--- src/rtl/irq_entry_pkg.sv ---
package irq_entry_pkg;

  typedef enum logic [2:0] {
    CLS_RESET = 3'd0,
    CLS_NMI   = 3'd1,
    CLS_WDOG  = 3'd2,
    CLS_DEBUG = 3'd3,
    CLS_STEP  = 3'd4,
    CLS_AMATCH= 3'd5,
    CLS_SOFT  = 3'd6,
    CLS_MASK  = 3'd7
  } irq_class_e;

  typedef enum logic [2:0] {
    ST_IDLE   = 3'd0,
    ST_PUSH1  = 3'd1,
    ST_PUSH2  = 3'd2,
    ST_PUSH3  = 3'd3,
    ST_UPDATE = 3'd4,
    ST_DONE   = 3'd5
  } seq_state_e;

  localparam int FLAG_W   = 16;
  localparam int LVL_W    = 3;
  localparam int LVL_LSB  = 12;
  localparam int SEL_BIT  = 7;
  localparam int IEN_BIT  = 6;
  localparam int DBG_BIT  = 2;
  localparam int PUSH_CNT = 3;

endpackage

--- src/rtl/irq_entry_ctrl.sv ---
module irq_entry_ctrl
  import irq_entry_pkg::*;
(
  input  logic       clk,
  input  logic       rst_n,
  input  logic       req_valid,
  input  logic       req_is_reset,
  input  logic       mem_ready,
  output seq_state_e state,
  output logic       accept,
  output logic       pushing,
  output logic       upd,
  output logic       done
);

  seq_state_e state_d;

  assign accept  = (state == ST_IDLE) && req_valid;
  assign pushing = (state == ST_PUSH1) || (state == ST_PUSH2) || (state == ST_PUSH3);
  assign upd     = (state == ST_UPDATE);
  assign done    = (state == ST_DONE);

  always_comb begin
    state_d = state;
    unique case (state)
      ST_IDLE:   if (req_valid) state_d = req_is_reset ? ST_UPDATE : ST_PUSH1;
      ST_PUSH1:  if (mem_ready) state_d = ST_PUSH2;
      ST_PUSH2:  if (mem_ready) state_d = ST_PUSH3;
      ST_PUSH3:  if (mem_ready) state_d = ST_UPDATE;
      ST_UPDATE: state_d = ST_DONE;
      ST_DONE:   state_d = ST_IDLE;
      default:   state_d = ST_IDLE;
    endcase
  end

  always_ff @(posedge clk or negedge rst_n) begin
    if (!rst_n) state <= ST_IDLE;
    else        state <= state_d;
  end

  // a taken request always leaves idle on the next edge
  a_r1_accept_leaves_idle: assert property (@(posedge clk) disable iff (!rst_n)
    accept |=> (state != ST_IDLE));

  // done lasts one cycle and is preceded by the update cycle
  a_r9_done_pulse: assert property (@(posedge clk) disable iff (!rst_n)
    done |=> !done);
  a_r9_update_then_done: assert property (@(posedge clk) disable iff (!rst_n)
    upd |=> done);

endmodule

--- src/rtl/irq_entry_flags.sv ---
module irq_entry_flags
  import irq_entry_pkg::*;
#(
  parameter int VEC_W       = 6,
  parameter int SW_KEEP_MIN = 32
)(
  input  logic              clk,
  input  logic              rst_n,
  input  logic              accept,
  input  logic              upd,
  input  logic              idle,
  input  logic [2:0]        req_class,
  input  logic [VEC_W-1:0]  req_vector,
  input  logic [LVL_W-1:0]  req_level,
  input  logic              ld_en,
  input  logic [FLAG_W-1:0] ld_data,
  output logic [FLAG_W-1:0] flag,
  output logic              stack_sel_now,
  output logic              stack_sel_q,
  output logic              cls_reset_q
);

  localparam logic [VEC_W-1:0] KEEP_MIN = VEC_W'(SW_KEEP_MIN);

  irq_class_e         cls_q;
  logic [LVL_W-1:0]   lvl_q;
  logic               keep_sel_now;
  logic [FLAG_W-1:0]  flag_d;
  logic [FLAG_W-1:0]  flag_next_entry;
  logic               flag_en;
  logic               ld_ok;

  assign keep_sel_now  = (irq_class_e'(req_class) == CLS_SOFT) && (req_vector >= KEEP_MIN);
  assign stack_sel_now = keep_sel_now ? flag[SEL_BIT] : 1'b0;
  assign cls_reset_q   = (cls_q == CLS_RESET);
  assign ld_ok         = idle && ld_en && !accept;

  // request capture register
  always_ff @(posedge clk or negedge rst_n) begin
    if (!rst_n) begin
      cls_q       <= CLS_RESET;
      lvl_q       <= '0;
      stack_sel_q <= 1'b0;
    end else if (accept) begin
      cls_q       <= irq_class_e'(req_class);
      lvl_q       <= req_level;
      stack_sel_q <= stack_sel_now;
    end
  end

  // new flag value for the captured request
  always_comb begin
    flag_next_entry = flag;
    flag_next_entry[IEN_BIT] = 1'b0;
    flag_next_entry[DBG_BIT] = 1'b0;
    flag_next_entry[SEL_BIT] = stack_sel_q;
    unique case (cls_q)
      CLS_RESET: flag_next_entry = '0;
      CLS_NMI,
      CLS_WDOG:  flag_next_entry[LVL_LSB +: LVL_W] = '1;
      CLS_MASK:  flag_next_entry[LVL_LSB +: LVL_W] = lvl_q;
      default:   flag_next_entry[LVL_LSB +: LVL_W] = flag[LVL_LSB +: LVL_W];
    endcase
  end

  always_comb begin
    flag_en = 1'b0;
    flag_d  = flag;
    if (upd) begin
      flag_en = 1'b1;
      flag_d  = flag_next_entry;
    end else if (ld_ok) begin
      flag_en = 1'b1;
      flag_d  = ld_data;
    end
  end

  always_ff @(posedge clk or negedge rst_n) begin
    if (!rst_n)       flag <= '0;
    else if (flag_en) flag <= flag_d;
  end

  // the flag only moves after an update cycle or an idle load
  a_r10_flag_change_src: assert property (@(posedge clk) disable iff (!rst_n)
    (flag != $past(flag)) |-> ($past(upd) || ($past(idle) && $past(ld_en))));

  // a reset request leaves the flag cleared
  a_r8_reset_clears: assert property (@(posedge clk) disable iff (!rst_n)
    (upd && cls_reset_q) |=> (flag == '0));

  // NMI and watchdog force the top level
  a_r7_forced_top: assert property (@(posedge clk) disable iff (!rst_n)
    (upd && ((cls_q == CLS_NMI) || (cls_q == CLS_WDOG))) |=> (flag[LVL_LSB +: LVL_W] == '1));

  // enable and debug are clear after any non-reset entry
  a_r6_ien_dbg_clear: assert property (@(posedge clk) disable iff (!rst_n)
    (upd && !cls_reset_q) |=> (!flag[IEN_BIT] && !flag[DBG_BIT]));

endmodule

--- src/rtl/irq_entry_push.sv ---
module irq_entry_push
  import irq_entry_pkg::*;
#(
  parameter int AW     = 16,
  parameter int PC_W   = 20,
  parameter int WORD_W = 16
)(
  input  logic              clk,
  input  logic              rst_n,
  input  logic              accept,
  input  seq_state_e        state,
  input  logic              upd,
  input  logic              no_push,
  input  logic              stack_sel_now,
  input  logic [PC_W-1:0]   pc_in,
  input  logic [AW-1:0]     isp_in,
  input  logic [AW-1:0]     usp_in,
  input  logic [FLAG_W-1:0] flag,
  input  logic              mem_ready,
  output logic              mem_wr_valid,
  output logic [AW-1:0]     mem_addr,
  output logic [WORD_W-1:0] mem_wdata,
  output logic              sp_wb_valid,
  output logic [AW-1:0]     sp_wb_data
);

  localparam int BYTES    = WORD_W / 8;
  localparam int HALF_W   = WORD_W / 2;
  localparam int PC_HI_W  = PC_W - WORD_W;
  localparam int PAD_W    = HALF_W - PC_HI_W;
  localparam logic [AW-1:0] STEP  = AW'(BYTES);
  localparam logic [AW-1:0] TOTAL = AW'(BYTES * PUSH_CNT);

  logic [AW-1:0]     base_q;
  logic [PC_W-1:0]   pc_q;
  logic [FLAG_W-1:0] flag_snap_q;
  logic [AW-1:0]     addr_sel;
  logic [WORD_W-1:0] data_sel;

  // snapshot of the values to save, taken when the request is accepted
  always_ff @(posedge clk or negedge rst_n) begin
    if (!rst_n) begin
      base_q      <= '0;
      pc_q        <= '0;
      flag_snap_q <= '0;
    end else if (accept) begin
      base_q      <= stack_sel_now ? usp_in : isp_in;
      pc_q        <= pc_in;
      flag_snap_q <= flag;
    end
  end

  always_comb begin
    addr_sel = base_q;
    data_sel = '0;
    unique case (state)
      ST_PUSH1: begin
        addr_sel = base_q - STEP;
        data_sel = {flag_snap_q[FLAG_W-1 -: HALF_W], {PAD_W{1'b0}}, pc_q[PC_W-1:WORD_W]};
      end
      ST_PUSH2: begin
        addr_sel = base_q - (STEP + STEP);
        data_sel = pc_q[WORD_W-1:0];
      end
      ST_PUSH3: begin
        addr_sel = base_q - TOTAL;
        data_sel = {{HALF_W{1'b0}}, flag_snap_q[HALF_W-1:0]};
      end
      default: begin
        addr_sel = base_q;
        data_sel = '0;
      end
    endcase
  end

  assign mem_wr_valid = (state == ST_PUSH1) || (state == ST_PUSH2) || (state == ST_PUSH3);
  assign mem_addr     = addr_sel;
  assign mem_wdata    = data_sel;
  assign sp_wb_valid  = upd && !no_push;
  assign sp_wb_data   = base_q - TOTAL;

  // a stalled write holds still
  a_r5_hold_stalled: assert property (@(posedge clk) disable iff (!rst_n)
    (mem_wr_valid && !mem_ready) |=> (mem_wr_valid && $stable(mem_addr) && $stable(mem_wdata)));

  // each completed write moves the address down by one word
  a_r4_addr_descends: assert property (@(posedge clk) disable iff (!rst_n)
    (mem_wr_valid && mem_ready && (state != ST_PUSH3)) |=> (mem_addr == $past(mem_addr) - STEP));

endmodule

--- src/rtl/irq_entry_seq.sv ---
module irq_entry_seq
  import irq_entry_pkg::*;
#(
  parameter int AW          = 16,
  parameter int PC_W        = 20,
  parameter int VEC_W       = 6,
  parameter int SW_KEEP_MIN = 32
)(
  input  logic              clk,
  input  logic              rst_n,
  input  logic              req_valid,
  output logic              req_ready,
  input  logic [2:0]        req_class,
  input  logic [VEC_W-1:0]  req_vector,
  input  logic [2:0]        req_level,
  input  logic [PC_W-1:0]   pc_in,
  input  logic [AW-1:0]     isp_in,
  input  logic [AW-1:0]     usp_in,
  input  logic              flag_ld,
  input  logic [15:0]       flag_ld_data,
  output logic [15:0]       flag,
  output logic              mem_wr_valid,
  output logic [AW-1:0]     mem_addr,
  output logic [15:0]       mem_wdata,
  input  logic              mem_ready,
  output logic              sp_wb_valid,
  output logic              sp_wb_user,
  output logic [AW-1:0]     sp_wb_data,
  output logic              done
);

  seq_state_e state;
  logic accept, pushing, upd;
  logic stack_sel_now, stack_sel_q, cls_reset_q;

  irq_entry_ctrl u_ctrl (
    .clk          (clk),
    .rst_n        (rst_n),
    .req_valid    (req_valid),
    .req_is_reset (irq_class_e'(req_class) == CLS_RESET),
    .mem_ready    (mem_ready),
    .state        (state),
    .accept       (accept),
    .pushing      (pushing),
    .upd          (upd),
    .done         (done)
  );

  irq_entry_flags #(.VEC_W(VEC_W), .SW_KEEP_MIN(SW_KEEP_MIN)) u_flags (
    .clk           (clk),
    .rst_n         (rst_n),
    .accept        (accept),
    .upd           (upd),
    .idle          (state == ST_IDLE),
    .req_class     (req_class),
    .req_vector    (req_vector),
    .req_level     (req_level),
    .ld_en         (flag_ld),
    .ld_data       (flag_ld_data),
    .flag          (flag),
    .stack_sel_now (stack_sel_now),
    .stack_sel_q   (stack_sel_q),
    .cls_reset_q   (cls_reset_q)
  );

  irq_entry_push #(.AW(AW), .PC_W(PC_W), .WORD_W(16)) u_push (
    .clk           (clk),
    .rst_n         (rst_n),
    .accept        (accept),
    .state         (state),
    .upd           (upd),
    .no_push       (cls_reset_q),
    .stack_sel_now (stack_sel_now),
    .pc_in         (pc_in),
    .isp_in        (isp_in),
    .usp_in        (usp_in),
    .flag          (flag),
    .mem_ready     (mem_ready),
    .mem_wr_valid  (mem_wr_valid),
    .mem_addr      (mem_addr),
    .mem_wdata     (mem_wdata),
    .sp_wb_valid   (sp_wb_valid),
    .sp_wb_data    (sp_wb_data)
  );

  assign req_ready  = (state == ST_IDLE);
  assign sp_wb_user = stack_sel_q;

  // ready and an active write never coincide
  a_r1_ready_idle_only: assert property (@(posedge clk) disable iff (!rst_n)
    req_ready |-> (!mem_wr_valid && !done && !sp_wb_valid));

  // a reset request never drives the write port
  a_r8_no_write_on_reset: assert property (@(posedge clk) disable iff (!rst_n)
    (req_valid && req_ready && (req_class == 3'd0)) |=> !mem_wr_valid);

  // write-back is one cycle ahead of done
  a_r9_wb_before_done: assert property (@(posedge clk) disable iff (!rst_n)
    sp_wb_valid |=> done);

endmodule

--- config.mk ---
export PLATFORM = sky130hd
export DESIGN_NAME = irq_entry_seq
export DESIGN_NICKNAME = d
export VERILOG_FILES = /design/src/rtl/irq_entry_pkg.sv /design/src/rtl/irq_entry_ctrl.sv /design/src/rtl/irq_entry_flags.sv /design/src/rtl/irq_entry_push.sv /design/src/rtl/irq_entry_seq.sv
export SDC_FILE = /design/constraint.sdc
export NUM_CORES = 1
export LEC_CHECK = 0
export ABC_CLOCK_PERIOD_IN_PS = 3750
export CORE_ASPECT_RATIO = 0.5
export CORE_MARGIN = 2
export CORE_UTILIZATION = 40
export DETAILED_ROUTE_END_ITERATION = 16
export PLACE_DENSITY = 0.78
export SLEW_MARGIN = 40
export SYNTH_ARGS = -nofsm -noshare
export SYNTH_HDL_FRONTEND = slang
export SYNTH_SLANG_ARGS = --single-unit
--- constraint.sdc ---
create_clock -name clk -period 3.75 [get_ports clk]
set_clock_uncertainty 0.2 [all_clocks]
set_input_delay 0.75 -clock clk [delete_from_list [all_inputs] [get_ports clk]]
set_output_delay 0.75 -clock clk [all_outputs]
set_load 0.005 [all_outputs]
After elaboration in Yosys (flattened, before gate mapping). Index checks and enable logic that the tools add are counted.

Bits in registers: 78. Output and inout bits: 69. Logic and storage cells: 64.

$add $sub $neg: 3. Order comparisons: 1. Eq/ne operators: 15. Mux-type cells: 17. Reductions and logical operators: 18.

Operators by type and width (number): 16-bit case mux with 3 select lines (2); 16-bit 2-to-1 mux (3); 16-bit by 3-bit subtractor with 16-bit output, second input constant (2); 16-bit by 2-bit subtractor with 16-bit output, second input constant (1); 3-bit 2-to-1 mux (5); 3-bit case mux with 5 select lines (1); 3-bit equality test, second input constant (4); 12-bit 2-to-1 mux (1); 2-bit inequality test, second input constant (5); 3-bit by 2-bit equality test with 1-bit output, second input constant (3); 3-bit zero test (3); 3-bit case mux with 3 select lines (1); 3-bit by 1-bit equality test with 1-bit output, second input constant (2); 6-bit greater-or-equal comparator, second input constant (1); 3-bit AND reduction (2); 1-bit logical AND (5); 1-bit 2-to-1 mux (4); 4-bit inequality test, second input constant (1); 4-bit AND reduction (1); 1-bit zero test (2); 1-bit logical OR (2); 2-bit AND reduction (1); 2-bit nonzero test (1); 2-bit OR reduction (1).

Depth between registers and ports, before layout. Gate-level depths: netlist (run 1).

Depth in word-level cells: 7. Mapped depth: 8. Mapped depth without buffers: 7.

By module. A second synthesis (run 1) with hierarchy kept.

Cells, all modules: 451. Area, all modules: 4663.2 um2.

Modules (own cells, without submodules): irq_entry_push (instances 1, cells an instance 348, area each 3409.5 um2); irq_entry_flags (instances 1, cells an instance 79, area each 1044.8 um2); irq_entry_ctrl (instances 1, cells an instance 22, area each 188.9 um2); irq_entry_seq (instances 1, cells an instance 2, area each 20.0 um2).

Worst setup path before layout (run 1). OpenSTA, ideal clock, no wires.

Path type: register to output. Start: reg u_push.base_q[3]. End: out mem_addr[14]. Arrival: 2.063 ns. Slack: 0.737 ns. Stages on the path, launching flop included: 9. Buffers on the path: 1. Path through: dfrtp_1 > buf_2 > inv_1 > ha_1 > a21oi_1 > nand3_1 > or3_1 > xnor2_1 > a211o_1.

Cells in the longest elaborated chain, start to end: 2. Elaborated cells between the ends (all ways): 4. Classes of those cells: add/sub: 3; mux: 1.

RTL lines: start, declared (RTL line irq_entry_push.sv:34) `logic [AW-1:0] base_q;`; start signal, assigned (RTL line irq_entry_push.sv:47) `base_q <= stack_sel_now ? usp_in : isp_in;`; 16-bit by 3-bit subtractor with 16-bit output; named net sp_wb_data[14] (RTL line irq_entry_seq.sv:28) `output logic [AW-1:0] sp_wb_data,`; 16-bit case mux with 3 select lines (RTL line irq_entry_push.sv:56) `unique case (state)`; end, declared (RTL line irq_entry_seq.sv:23) `output logic [AW-1:0] mem_addr,`.

The timed path passes the listed nets, and every way through them passes these cells.

Worst setup path in the final report (run 1).
Start: reg u_push.base_q[2]. End: out mem_addr[14].

Cells in the longest elaborated chain, start to end: 2. Elaborated cells between the ends (all ways): 4. Classes of those cells: add/sub: 3; mux: 1.

RTL lines: 16-bit by 3-bit subtractor with 16-bit output (tied with other cells) (RTL line irq_entry_push.sv:66) `addr_sel = base_q - TOTAL;`; 16-bit case mux with 3 select lines * (RTL line irq_entry_push.sv:56).

Mark *: on every way between the ends. The rest lies on a longest branch, timed or not.

==> impl_metrics.env, run 1 <==
export IMPL_ir_drop_uv=323
export IMPL_grt_use_total_pct=22.1
export IMPL_fin_crit_sh_pct=96.7
export IMPL_cp_required_ns=2.80
export IMPL_slew_violations=0
export IMPL_wl_per_cell_um=15.9
export IMPL_timing_hold_violations_final=0
export IMPL_dpl_hpwl_um=9500
export IMPL_portBuffers=148
export IMPL_antenna_found_initial=0
export IMPL_crit_type="flop to output pin"
export IMPL_ys_warn_count=0
export IMPL_synth_top_area_share_pct=43.5
export IMPL_clock_latency_ns=0.34
export IMPL_cts_tree="built"
export IMPL_die_h_um=78.9
export IMPL_h_tree_depth=3
export IMPL_crit_path_cell_trace="ha_1, a21oi_4, nand3_2, or3_1, xnor2_1, a211o_1, clkdlybuf4s50_1"
export IMPL_grt_start_max_net_pins=79
export IMPL_cap_violations=0
export IMPL_cts_sinks=78
export IMPL_grt_pass1_wl_um=21100
export IMPL_total_leakage_power_nw=2.98
export IMPL_crit_fanout=8
export IMPL_drc=0
export IMPL_worst_setup_path_end_kind="output pin"
export IMPL_ys_seq_area_share_pct=43.5
export IMPL_num_rows=27
export IMPL_ioPinCount=154
export IMPL_die_area_sq_mm=0.0121
export IMPL_postSynthRegisterBits=78
export IMPL_synthDistinctLibCells=62
export IMPL_worstSetupStartpointType="flop"
export IMPL_reg2reg_depth=5
export IMPL_critPathTopFamily="compound AO/OA/AOI/OAI gates"
export IMPL_async_flop_share_pct=100
export IMPL_syn_to_final_growth_pct=44.5
export IMPL_postRouteAntennaNets=0
export IMPL_coreArea_sq_mm=0.0110
export IMPL_cts_root_buf="clkbuf_16"
export IMPL_p_total_mw=5.77
export IMPL_grt_pass1_vias=4182
export IMPL_slowest_delay_ns=0.46
export IMPL_cp_slowest_cell="dfrtp_2"
export IMPL_syn_inst=537
export IMPL_rsz0062_at_grt="false"
export IMPL_final_cells=823
export IMPL_die_x_um=154
export IMPL_synthTopCellsByArea="dfrtp_1 (43%), nand2_1 (14%), mux2i_1 (5.8%)"
export IMPL_r2r_start="u_ctrl.state[1]"
export IMPL_cts_buffers=9
export IMPL_path_clk_slew_ns=0.06
export IMPL_rr_endpoint="u_flags.flag[12]"
export IMPL_overflow=0
export IMPL_yosys_top_cells_count="nand2_1 (171), dfrtp_1 (78), nor2_1 (42)"
export IMPL_tightest_slew_ns=0.728
export IMPL_syn_mean_instance_area_sq_um=8.36
export IMPL_fillers=949
export IMPL_synth_most_common_cell="nand2_1"
export IMPL_synth_edf_count=0
export IMPL_finalSetupViolations=0
export IMPL_synth_flop_cell="dfrtp_1"
export IMPL_arrival_ns=2.68
export IMPL_r2r_setup_slack_ns=1.02
export IMPL_syn_num_nets=626
export IMPL_max_freq_mhz=276
export IMPL_tns_ns=0
export IMPL_min_period_ns=3.63
export IMPL_timing_slew_headroom_pct=51.3
export IMPL_hold_class="primary input to async pin"
export IMPL_clockBufferDepth=2
export IMPL_via_count=4317
export IMPL_first_iter_violations=294
export IMPL_drtPass1Iterations=5
export IMPL_routabilityCongestion=0.852
export IMPL_avgViaCountPerCell=5.25
export IMPL_layout_drive_gt1_share_pct=9.29
export IMPL_cts_hold_buf=0
export IMPL_yosys_area_top_type="dfrtp_1"
export IMPL_syn_area_sq_mm=0.00449
export IMPL_critPathBufInv=1
export IMPL_run_status="finished clean"
export IMPL_power_density_mw_per_mm2=889
export IMPL_nets=762
export IMPL_dp_cells=805
export IMPL_num_antenna_cells=0
export IMPL_initial_core_util_pct=40.9
export IMPL_wl_um=13100
cell usage in the layout, fill, tap and decap left out, types with 4 or more instances in the layout:
cell	netlist	final
xor2_1	10	10
a22o_1	11	11
nor2_1	42	42
clkbuf_16	0	9
nor3_1	8	8
clkdlybuf4s50_1	0	147
a22oi_1	9	9
dfrtp_1	78	74
buf_4	2	17
o21ai_0	38	38
nor2b_1	5	5
nand2_1	171	169
ha_1	4	4
dfrtp_2	0	4
mux2i_1	26	26
inv_1	4	4
nand3_1	6	5
mux2_2	6	6
xnor2_1	8	8
a21oi_1	15	14
worst reg2reg max path, stage by stage (launching register included):
cell and delay [ns]:
dfrtp_1 0.56, buf_4 0.29, nor3_1 0.38, and3b_1 0.56
o21bai_1 0.26, mux2_2 0.37
per-stage QoR:
step           util [%]  hold WS (ns)  cell area [sq um]  worst slack (ns)
6_report           59.1         0.235               6490             0.124
2_1_floorplan         -         0.240               4490             0.737
4_1_cts            58.4         0.269               6410           0.00212
3_5_place_dp       55.4         0.258               6080             0.268
5_1_grt            59.1         0.291               6490           0.00188
3_3_place_gp       55.4         0.254               6080             0.293
worst max-delay path by stage:
| stage | endpoint | start | slack (ns) | cells after the start |
|---|---|---|---|---|
| after floorplan | mem_addr[14] | u_push.base_q[3] | 0.74 | 8 |
| after global placement | mem_addr[14] | u_push.base_q[2] | 0.29 | 7 |
| after detailed placement | mem_addr[14] | u_push.base_q[2] | 0.27 | 7 |
| after CTS | mem_addr[14] | u_push.base_q[5] | 0.002 | 6 |
| after global routing | mem_addr[13] | u_ctrl.state[1] | 0.002 | 6 |
| final | mem_addr[14] | u_push.base_q[2] | 0.12 | 7 |
sequential cells by signal, summed over array words and instances, names as in the netlist:
register and flops:
u_flags.lvl_q 3, u_ctrl.state 3, u_push.base_q 16, u_push.flag_snap_q 16
u_flags.flag 16, u_flags.cls_q 3, u_flags.stack_sel_q 1, u_push.pc_q 20
final cells by class:
type                       count  area (sq um)  share of cell area [%]
inverter                       6          22.5                   0.347
timing repair buffer         165          1610                    24.8
multi-input combinational    413          2390                    36.9
sequential                    78          1960                    30.2
tap                          145           181                    2.80
clock buffer                  10           229                    3.53
clock inverter                 6          92.6                    1.43
layer usage:
metal,routed length (um),up-vias,track usage (%)
li1,-,2099,-
met1,5600,2078,27.3
met2,6530,125,38.9
met3,760,15,5.24
met4,205,0,7.01
met5,0,-,0
kinds of logic (layout without fill, tap and decap cells):
logic type	count (synthesis)	after routing	share of synthesized area, %
AND/OR/NAND/NOR	259	259	25.1
AO/OA/AOI/OAI	99	99	14.4
flip-flops	78	78	43.5
buffers and inverters	46	187	4.63
multiplexers	32	32	7.30
XOR/XNOR	19	19	3.88
adder cells (fa/ha/maj)	4	4	1.12
where the power goes:
part           internal, mW  switching [mW]
registers              1.23           0.410
logic                  1.66            1.54
clock network         0.587           0.352
repair_timing:
| item | CTS | global route |
|---|---|---|
| endpoints found under the hold margin | 0 | 0 |
| setup endpoints to repair | 2 | 4 |
| gates resized for setup | 3 | 12 |
| setup buffers | 0 | 2 |
Note: power is estimated with default switching activity, not from simulation.
==> run 2: changes to the inputs <==
--- a/config.mk
+++ b/config.mk
@@ -6,11 +6,13 @@
 export NUM_CORES = 1
 export LEC_CHECK = 0
 export ABC_CLOCK_PERIOD_IN_PS = 3750
+export CAP_MARGIN = 20
 export CORE_ASPECT_RATIO = 0.5
 export CORE_MARGIN = 2
 export CORE_UTILIZATION = 40
 export DETAILED_ROUTE_END_ITERATION = 16
-export PLACE_DENSITY = 0.78
+export DONT_BUFFER_PORTS = 1
+export PLACE_DENSITY = 0.6
 export SLEW_MARGIN = 40
 export SYNTH_ARGS = -nofsm -noshare
 export SYNTH_HDL_FRONTEND = slang
==> run 2 against run 1 <==
Net effect: via count decreased by 15%; final cell count decreased by 18%; critical path depth decreased by 1; flip-flop and latch count unchanged; utilization decreased by 14 points; largest cell class unchanged; largest power group unchanged.
==> impl_metrics.env, run 2 (synthesis gave the netlist of run 1 again) <==
export IMPL_arrival_ns=2.57
export IMPL_num_rows=27
export IMPL_first_iter_violations=232
export IMPL_wl_per_cell_um=17.8
export IMPL_ioPinCount=154
export IMPL_nets=612
export IMPL_rsz0062_at_grt="false"
export IMPL_cts_tree="built"
export IMPL_finalSetupViolations=0
export IMPL_cts_root_buf="clkbuf_16"
export IMPL_cts_sinks=78
export IMPL_place_ws_ns=0.604
export IMPL_clock_latency_ns=0.34
export IMPL_ir_drop_uv=259
export IMPL_slew_violations=0
export IMPL_grt_use_total_pct=20.7
export IMPL_max_freq_mhz=284
export IMPL_grt_start_max_net_pins=79
export IMPL_syn_to_final_growth_pct=9.73
export IMPL_cp_slowest_cell="dfrtp_1"
export IMPL_timing_hold_violations_final=0
export IMPL_cap_violations=0
export IMPL_worst_slack_ns=0.230
export IMPL_initial_core_util_pct=40.9
export IMPL_die_h_um=78.9
export IMPL_overflow=0
export IMPL_via_count=3662
export IMPL_wl_um=12000
export IMPL_crit_path_cell_trace="ha_1, a21oi_1, nand3_1, or3_1, xnor2_1, a211o_1"
export IMPL_path_clk_slew_ns=0.06
export IMPL_hold_class="primary input to async pin"
export IMPL_postRouteAntennaNets=0
export IMPL_tightest_slew_ns=0.709
export IMPL_dp_cells=656
export IMPL_drtPass1Iterations=4
export IMPL_grt_pass1_vias=3590
export IMPL_total_leakage_power_nw=2.40
export IMPL_fin_crit_sh_pct=93.9
export IMPL_p_total_mw=4.66
export IMPL_layout_drive_gt1_share_pct=9.47
export IMPL_slowest_delay_ns=0.48
export IMPL_portBuffers=0
export IMPL_crit_type="flop to output pin"
export IMPL_hold_slack_ns=0.0981
export IMPL_cp_required_ns=2.80
export IMPL_die_x_um=154
export IMPL_regMostFlops="u_push.pc_q"
export IMPL_worstSetupStartpointType="flop"
export IMPL_largest_reg_flops=20
export IMPL_grt_pass1_wl_um=19600
export IMPL_final_common_cell="nand2_1"
export IMPL_run_status="finished clean"
export IMPL_power_density_mw_per_mm2=946
export IMPL_coreArea_sq_mm=0.0110
export IMPL_final_cell_mix="nand2_1 (170), dfrtp_1 (78), nor2_1 (42)"
export IMPL_antenna_found_initial=0
export IMPL_worst_setup_path_end_kind="output pin"
export IMPL_h_tree_depth=3
export IMPL_dpl_hpwl_um=8560
export IMPL_die_area_sq_mm=0.0121
export IMPL_min_period_ns=3.52
export IMPL_avgViaCountPerCell=5.44
export IMPL_num_antenna_cells=0
export IMPL_drc=0
export IMPL_clockBufferDepth=2
export IMPL_crit_fanout=8
export IMPL_timing_slew_headroom_pct=52.6
export IMPL_critPathTopFamily="compound AO/OA/AOI/OAI gates"
export IMPL_critPathBufInv=0
export IMPL_cts_buffers=9
export IMPL_routabilityCongestion=0.852
export IMPL_final_cells=673
export IMPL_tns_ns=0
-- run 2: changes by cell type in the layout (fill, tap and decap cells not counted), sizes merged --
cell / previous run / this run
clkdlybuf4s50: 147 / 0
buf: 18 / 15
clkinv: 2 / 4
bufinv: 2 / 1
clkbuf: 10 / 9
clkinvlp: 2 / 1
inv: 6 / 7
-- run 2: power breakdown --
group          switching (mW)  internal [mW]  total [mW]  leakage, nW
clock                   0.381          0.525       0.906        0.148
sequential              0.454           1.22        1.68        0.979
combinational            1.29          0.790        2.08         1.27
total                    2.12           2.54        4.66         2.40
-- run 2: metal layers --
layer / track usage, % / share of wire [%]
met1: 26.7 / 46
met2: 33.8 / 46
met3: 6.55 / 7.1
met4: 5.61 / 1.2
met5: 0 / 0
-- run 2: final timing paths --
path | start | endpoint | slack [ns] | cells after the start
min reg2reg | u_push.flag_snap_q[1] | u_push.flag_snap_q[1] | 0.28 | 2
min in group clk | u_push.flag_snap_q[1] | u_push.flag_snap_q[1] | 0.28 | 2
max | u_push.base_q[2] | mem_addr[14] | 0.23 | 6
max in group asynchronous | rst_n | u_push.base_q[13] | 2.92 | 1
max reg2reg | u_ctrl.state[1] | u_flags.flag[12] | 0.97 | 5
min | rst_n | u_flags.lvl_q[0] | 0.1 | 1
-- run 2: repair_timing --
| item | CTS | global route |
|---|---|---|
| setup buffers | 0 | 0 |
| gates resized for setup | 0 | 0 |
| hold buffers | 1 | 0 |
| endpoints found under the hold margin | 78 | 0 |
-- run 2: area by class of cell --
cell class	count	area (sq um)
clock buffers	9	225
clock inverters	7	80.1
fillers	1096	6050
inverters	6	22.5
multi-input cells	413	2330
flip-flops and latches	78	1950
well taps	145	181
repair buffers	15	133
-- run 2: through the flow --
| step | util (%) | instance area, sq um |
|---|---|---|
| 2_1_floorplan | - | 4490 |
| 3_3_place_gp | 41.7 | 4580 |
| 3_5_place_dp | 41.8 | 4590 |
| 4_1_cts | 44.9 | 4920 |
| 5_1_grt | 44.9 | 4920 |
| 6_report | 44.9 | 4920 |
